[src/rtl/sfir_pkg.sv]
// Shared definitions for the stationary-coefficient systolic FIR.
// Holds the flow-direction type and the per-hop register counts
// that follow from it.
package sfir_pkg;

    // Direction of both streams through the array.
    typedef enum logic {
        FLOW_FWD = 1'b0,   // streams enter at element 0
        FLOW_REV = 1'b1    // streams enter at element TAPS-1
    } flow_e;

    // Registers the sample stream takes between two neighbouring elements.
    function automatic int x_link_dly(flow_e f);
        return (f == FLOW_FWD) ? 2 : 1;
    endfunction

    // Registers the partial sum takes after an element.
    // The final hop of the reverse form keeps a single register, so both
    // forms share the same latency.
    function automatic int sum_hop_dly(flow_e f, bit last_hop);
        return (f == FLOW_FWD || last_hop) ? 1 : 2;
    endfunction

endpackage

[src/rtl/sfir_delay.sv]
// Fixed-length register delay line.
// Assumes DLY >= 1. Every stage clears to zero on the synchronous
// active-low reset.
module sfir_delay #(
    parameter int W   = 8,
    parameter int DLY = 1
) (
    input  logic         clk,
    input  logic         rst_n,
    input  logic [W-1:0] d,
    output logic [W-1:0] q
);

    logic [W-1:0] stg [DLY];

    // Shift the word one stage further along on every clock.
    always_ff @(posedge clk) begin
        if (!rst_n) begin
            for (int i = 0; i < DLY; i++) stg[i] <= '0;
        end else begin
            stg[0] <= d;
            for (int i = 1; i < DLY; i++) stg[i] <= stg[i-1];
        end
    end

    assign q = stg[DLY-1];


    dly_match_chk: assert property (@(posedge clk) disable iff (!rst_n)
        ($past(rst_n) && $past(rst_n, DLY)) |-> (q == $past(d, DLY)));

endmodule

[src/rtl/sfir_coef_bank.sv]
// Coefficient store: one register for each tap.
// A write is accepted only when the strobe is high and the address
// decodes to an existing tap. Any other address is dropped.
module sfir_coef_bank #(
    parameter int TAPS   = 4,
    parameter int COEF_W = 8,
    localparam int AW    = (TAPS > 1) ? $clog2(TAPS) : 1
) (
    input  logic                     clk,
    input  logic                     rst_n,
    input  logic                     wr_en,
    input  logic [AW-1:0]            wr_addr,
    input  logic signed [COEF_W-1:0] wr_data,
    output logic signed [COEF_W-1:0] coef_q [TAPS]
);

    for (genvar k = 0; k < TAPS; k++) begin : g_tap
        logic hit;
        assign hit = wr_en && (wr_addr == AW'(k));

        // Capture this tap's coefficient when its address is written.
        always_ff @(posedge clk) begin
            if (!rst_n)   coef_q[k] <= '0;
            else if (hit) coef_q[k] <= wr_data;
        end


        coef_write_chk: assert property (@(posedge clk) disable iff (!rst_n)
            (wr_en && wr_addr == AW'(k)) |=> (coef_q[k] == $past(wr_data)));


        coef_hold_chk: assert property (@(posedge clk) disable iff (!rst_n)
            !(wr_en && wr_addr == AW'(k)) |=> $stable(coef_q[k]));
    end

endmodule

[src/rtl/sfir_pe.sv]
// One processing element of the array.
// It adds coefficient times sample to the incoming partial sum, then
// registers the total SUM_DLY times. The valid flag takes one register,
// matching the stream that moves one register per hop.
// Assumes ACC_W is wide enough to hold the full product.
module sfir_pe #(
    parameter int DATA_W  = 8,
    parameter int COEF_W  = 8,
    parameter int ACC_W   = 18,
    parameter int SUM_DLY = 1
) (
    input  logic                     clk,
    input  logic                     rst_n,
    input  logic signed [DATA_W-1:0] x,
    input  logic signed [COEF_W-1:0] coef,
    input  logic signed [ACC_W-1:0]  s_in,
    input  logic                     v_in,
    output logic signed [ACC_W-1:0]  s_out,
    output logic                     v_out
);

    logic signed [ACC_W-1:0] prod;
    logic signed [ACC_W-1:0] mac;

    assign prod = ACC_W'(x) * ACC_W'(coef);
    assign mac  = s_in + prod;

    sfir_delay #(.W(ACC_W), .DLY(SUM_DLY)) u_sum_dly (
        .clk   (clk),
        .rst_n (rst_n),
        .d     (mac),
        .q     (s_out)
    );

    sfir_delay #(.W(1), .DLY(1)) u_vld_dly (
        .clk   (clk),
        .rst_n (rst_n),
        .d     (v_in),
        .q     (v_out)
    );


    zero_sample_pass_chk: assert property (@(posedge clk) disable iff (!rst_n)
        ($past(rst_n) && $past(rst_n, SUM_DLY) && $past(x, SUM_DLY) == 0)
        |-> (s_out == $past(s_in, SUM_DLY)));

endmodule

[src/rtl/ws_systolic_fir.sv]
// Stationary-coefficient systolic FIR top level.
// Builds TAPS elements in the order of flow (hop 0 first) and places a
// sample delay line between each pair of neighbours.
// FLOW sets the per-hop register counts: the forward form uses 2 for
// samples and 1 for sums, the reverse form 1 for samples and 2 for sums.
// A hop of the reverse form sits at element TAPS-1-hop, and that element
// still holds coefficient h[element].
// Assumes coefficients change only while no samples are in flight.
module ws_systolic_fir
    import sfir_pkg::*;
#(
    parameter int    TAPS   = 4,
    parameter int    DATA_W = 8,
    parameter int    COEF_W = 8,
    parameter flow_e FLOW   = FLOW_FWD
) (
    input  logic                                       clk,
    input  logic                                       rst_n,
    input  logic                                       coef_valid,
    input  logic [((TAPS > 1) ? $clog2(TAPS) : 1)-1:0] coef_addr,
    input  logic signed [COEF_W-1:0]                   coef_data,
    input  logic                                       sample_valid,
    input  logic signed [DATA_W-1:0]                   sample_data,
    output logic                                       result_valid,
    output logic signed [DATA_W+COEF_W+((TAPS > 1) ? $clog2(TAPS) : 1)-1:0] result_data
);

    localparam int AW    = (TAPS > 1) ? $clog2(TAPS) : 1;
    localparam int ACC_W = DATA_W + COEF_W + AW;
    localparam int XD    = x_link_dly(FLOW);

    logic signed [COEF_W-1:0] coef_q [TAPS];
    logic signed [DATA_W-1:0] x_hop  [TAPS];
    logic signed [ACC_W-1:0]  s_hop  [TAPS+1];
    logic                     v_hop  [TAPS+1];

    sfir_coef_bank #(.TAPS(TAPS), .COEF_W(COEF_W)) u_coef (
        .clk     (clk),
        .rst_n   (rst_n),
        .wr_en   (coef_valid),
        .wr_addr (coef_addr),
        .wr_data (coef_data),
        .coef_q  (coef_q)
    );

    // A cycle without a valid sample enters the array as a zero.
    assign x_hop[0] = sample_valid ? sample_data : '0;
    assign s_hop[0] = '0;
    assign v_hop[0] = sample_valid;

    for (genvar m = 0; m < TAPS; m++) begin : g_hop
        localparam int PHYS = (FLOW == FLOW_FWD) ? m : TAPS - 1 - m;
        localparam int SD   = sum_hop_dly(FLOW, m == TAPS - 1);

        sfir_pe #(
            .DATA_W  (DATA_W),
            .COEF_W  (COEF_W),
            .ACC_W   (ACC_W),
            .SUM_DLY (SD)
        ) u_pe (
            .clk   (clk),
            .rst_n (rst_n),
            .x     (x_hop[m]),
            .coef  (coef_q[PHYS]),
            .s_in  (s_hop[m]),
            .v_in  (v_hop[m]),
            .s_out (s_hop[m+1]),
            .v_out (v_hop[m+1])
        );

        if (m < TAPS - 1) begin : g_link
            sfir_delay #(.W(DATA_W), .DLY(XD)) u_x_dly (
                .clk   (clk),
                .rst_n (rst_n),
                .d     (x_hop[m]),
                .q     (x_hop[m+1])
            );
        end
    end

    assign result_data  = s_hop[TAPS];
    assign result_valid = v_hop[TAPS];

endmodule

[config.mk]
export PLATFORM = sky130hd
export DESIGN_NAME = ws_systolic_fir
export DESIGN_NICKNAME = d
export VERILOG_FILES = /design/src/rtl/sfir_pkg.sv /design/src/rtl/sfir_delay.sv /design/src/rtl/sfir_coef_bank.sv /design/src/rtl/sfir_pe.sv /design/src/rtl/ws_systolic_fir.sv
export SDC_FILE = /design/constraint.sdc
export NUM_CORES = 1
export LEC_CHECK = 0
export ABC_AREA = 1
export BUFFER_PORTS_ARGS = -buffer_cell sky130_fd_sc_hd__buf_4
export CAP_MARGIN = 30
export CORE_UTILIZATION = 55
export CTS_CLUSTER_SIZE = 28
export DETAILED_ROUTE_END_ITERATION = 7
export PLACE_DENSITY = 0.69
export SYNTH_ARGS = -nofsm -noshare
export SYNTH_HDL_FRONTEND = slang
export SYNTH_SLANG_ARGS = --single-unit
[constraint.sdc]
create_clock -name clk -period 7.3 [get_ports clk]
set_clock_uncertainty 0.2 [all_clocks]
set_input_delay 1.46 -clock clk [delete_from_list [all_inputs] [get_ports clk]]
set_output_delay 1.46 -clock clk [all_outputs]
set_load 0.01 [all_outputs]
==> flow_metrics.tcl <==
set metrics [dict create \
    route.detailed.drc 0 \
    pin_count_of_the_biggest_net_entering_global_routing 69 \
    final-setup-viol-count 0 \
    routed-via-count 14165 \
    sequentialPowerShare 0.406 \
    worst_r2r_path_depth 25 \
    worstPathRequired_ns 7.46 \
    ys_async_sr_fraction 0 \
    switching_power_mw 0.7155 \
    die-area_mm2 0.03229 \
    simple_gate_fraction_of_synth_area 0.1796 \
    port_buffers 40 \
    drv_slew 0 \
    grt_pass1_vias 14211 \
    start_util 0.5633 \
    groute.usage.overall 0.2700 \
    instances_no_fill 2767 \
    synth_cell_type_count 43 \
    synth.yosys.warnings 0 \
    synth_top_family_by_area "adder cells" \
    cts-root-to-sink-buffers 2 \
    rsz0062_at_grt "no" \
    synth-seq-cells 154 \
    dr_wl_met2_mm 20.49 \
    met1_wire_length_mm 18.49 \
    post_synth_instance_area_mm2 0.01737 \
    final_nets 2768 \
    tritoncts "built" \
    max-cap-violations 0 \
    syn_avg_cell_area_um2 7.352 \
    synth.area.mux_share 0 \
    critical_path_peak_fanout 9 \
    placeableCoreArea_mm2 0.03083 \
    number_of_placement_rows 64 \
    cts.root.buffer_cell "clkbuf_16" \
    internal_power_mw 1.588 \
    post_synth_adder_cell_area 0.3767 \
    worst_ep_arrival_time_ns 5.98 \
    grt_antenna_before_repair 1 \
    post-layout-total-power_mw 2.304 \
    top_layer "met4" \
    firstDrtPassIters 8 \
    synth-compound-area-share 0.09540 \
    final_util 0.5999 \
    gp_routability_congestion 0.9303 \
    mappedNetlistNets 2773 \
    power_leakage_nw 10.92 \
    min_to "g_hop[2].g_link.u_x_dly.stg[0][11]" \
    tightest_slew_ns 0.9000 \
    yosys.area.top_type_share 0.2571 \
    post_cts_resize_count 0 \
    hold_depth 2 \
    timing.final.crit_period_ns 5.819 \
    r2r_end "g_hop[3].u_pe.u_sum_dly.stg[0][14]" \
    postCtsHoldBufs 0 \
    drive_gt1_frac 0.04388 \
    synthesized_instance_count 2362 \
    boundaryPins 41 \
    slew-limit-headroom 0.3993 \
    yosysSeqAreaShare 0.1775 \
    final.setup.tns_ns 0 \
    wire_length_per_cell_um 15.01 \
    clk_pin_slew_worst_paths_ns 0.07 \
    die_w_um 179.7 \
    cts-htree-levels 4 \
    critical_path.endpoint_type "flop" \
    type_of_the_worst_setup_path "flop to flop" \
    clk-insertion-delay-late_ns 0.45 \
    antenna_violating_nets_post_route 0 \
    synth_enable_flop_cells 0 \
    rr_startpoint "u_coef.coef_q[7]" \
    gate_power_share 0.197 \
    totalWireLength_mm 41.54 \
    final.period_utilization 0.7971 \
    fillerInstances 2891 \
    synth-xor-area-share 0.01917 \
    met3_wirelength_mm 1.979 \
    timing.hold.worst.start "g_hop[2].g_link.u_x_dly.stg[0][3]" \
    numClockSinks 154 \
    synth_largest_area_cell "fa_1" \
    outcome "finished, final reports clean" \
    cts-buffers-inserted 17 \
    ff2ff_setup_slack_ns 1.48 \
    power.clock.fraction 0.397 \
    critical_path.startpoint_type "flop" \
    yosys-top-cells-area "fa_1 (26%), dfxtp_1 (18%), inv_1 (14%), ha_1 (12%), nand2_1 (11%)" \
    dp_hpwl_mm 33.99 \
    cts_post_setup_buffers_inserted 0 \
    switching_share 0.3106 \
    route.detailed.vias_per_inst 5.119 \
    fmax_ghz 0.1719 \
    finalInstanceArea_mm2 0.01850 \
    placedCellCount 2734 \
    fp.dieH_um 179.7 \
    timing_hold_violations_final 0 \
    type_of_the_tightest_min_delay_check "flop to flop" \
    drt_iter0_drc 944 \
    globalRouteOverflowTotal 0 \
    dominantRegCellSynth "dfxtp_1" \
    pwr_density_cell_mw_per_mm2 124.6 \
    area.growth.synth_to_final_pct 6.506 \
    irDropWorstVdd_v 0.0001819 \
    placed_area_mm2 0.01791 \
    grt_pass1_wl_mm 69.49 \
]
-- cells by family (layout without fill, tap and decap cells) --
logic type / Yosys count / count (layout)
AND/OR/NAND/NOR: 782 / 782
buffers and inverters: 697 / 705
adder cells (fa/ha/maj): 389 / 389
AO/OA/AOI/OAI: 302 / 302
flip-flops: 154 / 154
XOR/XNOR: 38 / 38
other: 0 / 1
-- cells in the final DEF, fill, tap and decap left out, types with 3 or more instances in the layout --
cell / netlist / routed
nor2_1: 194 / 194
o2111ai_1: 3 / 3
fa_1: 223 / 223
or2_2: 7 / 7
a31oi_1: 4 / 4
xnor2_1: 14 / 14
a21o_1: 6 / 6
xor2_1: 24 / 24
clkbuf_1: 61 / 3
clkbuf_16: 0 / 17
nand2_2: 5 / 5
o21ai_2: 4 / 4
o21a_1: 4 / 4
o21ai_0: 99 / 99
clkinv_2: 0 / 5
nand2_1: 489 / 489
nand3_1: 52 / 52
o21bai_1: 8 / 8
a21boi_1: 3 / 3
a21oi_1: 146 / 146
ha_1: 166 / 166
clkinv_1: 4 / 4
nor2_2: 3 / 3
nand4_1: 10 / 10
dfxtp_1: 154 / 154
a21oi_2: 7 / 7
inv_1: 627 / 627
buf_4: 1 / 41
nor3_1: 13 / 13
o21ai_1: 9 / 9
bufinv_16: 0 / 3
nand3_2: 4 / 4
-- final cells by class --
class	count	area [µm²]	area share
diodes	1	2.502	0.0001353
clock buffers	20	436.7	0.02361
clock inverters	12	147.6	0.007983
inverters	632	2372	0.1283
multi-input cells	1511	11650	0.6299
flip-flops and latches	154	3083	0.1667
well taps	396	495.5	0.02679
repair buffers	41	307.8	0.01664
-- worst max-delay path by stage --
stage	start	endpoint	slack, ns
global route	u_coef.coef_q[10]	g_hop[2].u_pe.u_sum_dly.stg[0][13]	1.06
global placement	sample_valid	g_hop[0].u_pe.u_sum_dly.stg[0][14]	1.60
floorplan	sample_valid	g_hop[0].u_pe.u_sum_dly.stg[0][12]	1.78
finish	u_coef.coef_q[7]	g_hop[3].u_pe.u_sum_dly.stg[0][14]	1.48
detailed placement	sample_valid	g_hop[0].u_pe.u_sum_dly.stg[0][14]	1.51
CTS	u_coef.coef_q[15]	g_hop[2].u_pe.u_sum_dly.stg[0][17]	1.51
-- per-layer routing --
metal,up-vias,GRT usage
met1,6770,0.3558
met3,53,0.04011
met5,-,0
li1,6997,-
met2,345,0.4675
met4,0,0.06414
-- synth_stat cells (all sizes together) (4+ instances only) --
| cell type | n |
|---|---|
| nand4 | 10 |
| xnor2 | 14 |
| a21boi | 5 |
| a21o | 6 |
| o21a | 4 |
| clkbuf | 63 |
| nand3 | 56 |
| a31oi | 4 |
| a21oi | 153 |
| dfxtp | 154 |
| o21ai | 112 |
| xor2 | 24 |
| or2 | 9 |
| inv | 628 |
| nand2 | 494 |
| ha | 166 |
| nor3 | 13 |
| clkinv | 4 |
| nor2 | 197 |
| o21bai | 10 |
| fa | 223 |
-- registers in the layout, summed over array words and instances, names as in the netlist --
signal	flops
u_coef.coef_q	32
g_hop.u_pe.u_sum_dly.stg	70
g_hop.g_link.u_x_dly.stg	48
g_hop.u_pe.u_vld_dly.stg	4
-- metrics by stage --
step | setup slack (ns) | hold WS, ns
6_report | 1.481 | 0.2084
5_1_grt | 1.057 | 0.2305
4_1_cts | 1.515 | 0.2110
3_5_place_dp | 1.514 | 0.1960
3_3_place_gp | 1.601 | 0.1937
2_1_floorplan | 1.777 | 0.1864
-- critical path: stages, from the launching register on --
cell and delay [ns]:
dfxtp_1 0.36, inv_1 0.16, or2_2 0.33, fa_1 0.46, fa_1 0.50, inv_1 0.05, fa_1 0.48, inv_1 0.05
fa_1 0.47, inv_1 0.05, ha_1 0.35, a21o_1 0.22, nand3_1 0.06, nand2_1 0.07, a21oi_1 0.21, o21ai_0 0.14
xnor2_1 0.21, inv_1 0.09, ha_1 0.37, nand2_1 0.11, nor2_1 0.16, nand3_1 0.08, or2_1 0.23, nand2_1 0.09
o21ai_1 0.06, a21oi_1 0.17
-- power groups by stage --
stage / Combinational (mW) / Sequential, mW / Clock (mW)
floorplan: 0.331 / 0.925 / 0
global route: 0.516 / 0.940 / 0.964
detailed placement: 0.450 / 0.954 / 0
global placement: 0.444 / 0.953 / 0
finish: 0.454 / 0.936 / 0.914
CTS: 0.455 / 0.935 / 0.930
Note: power is estimated with default switching activity, not from simulation.
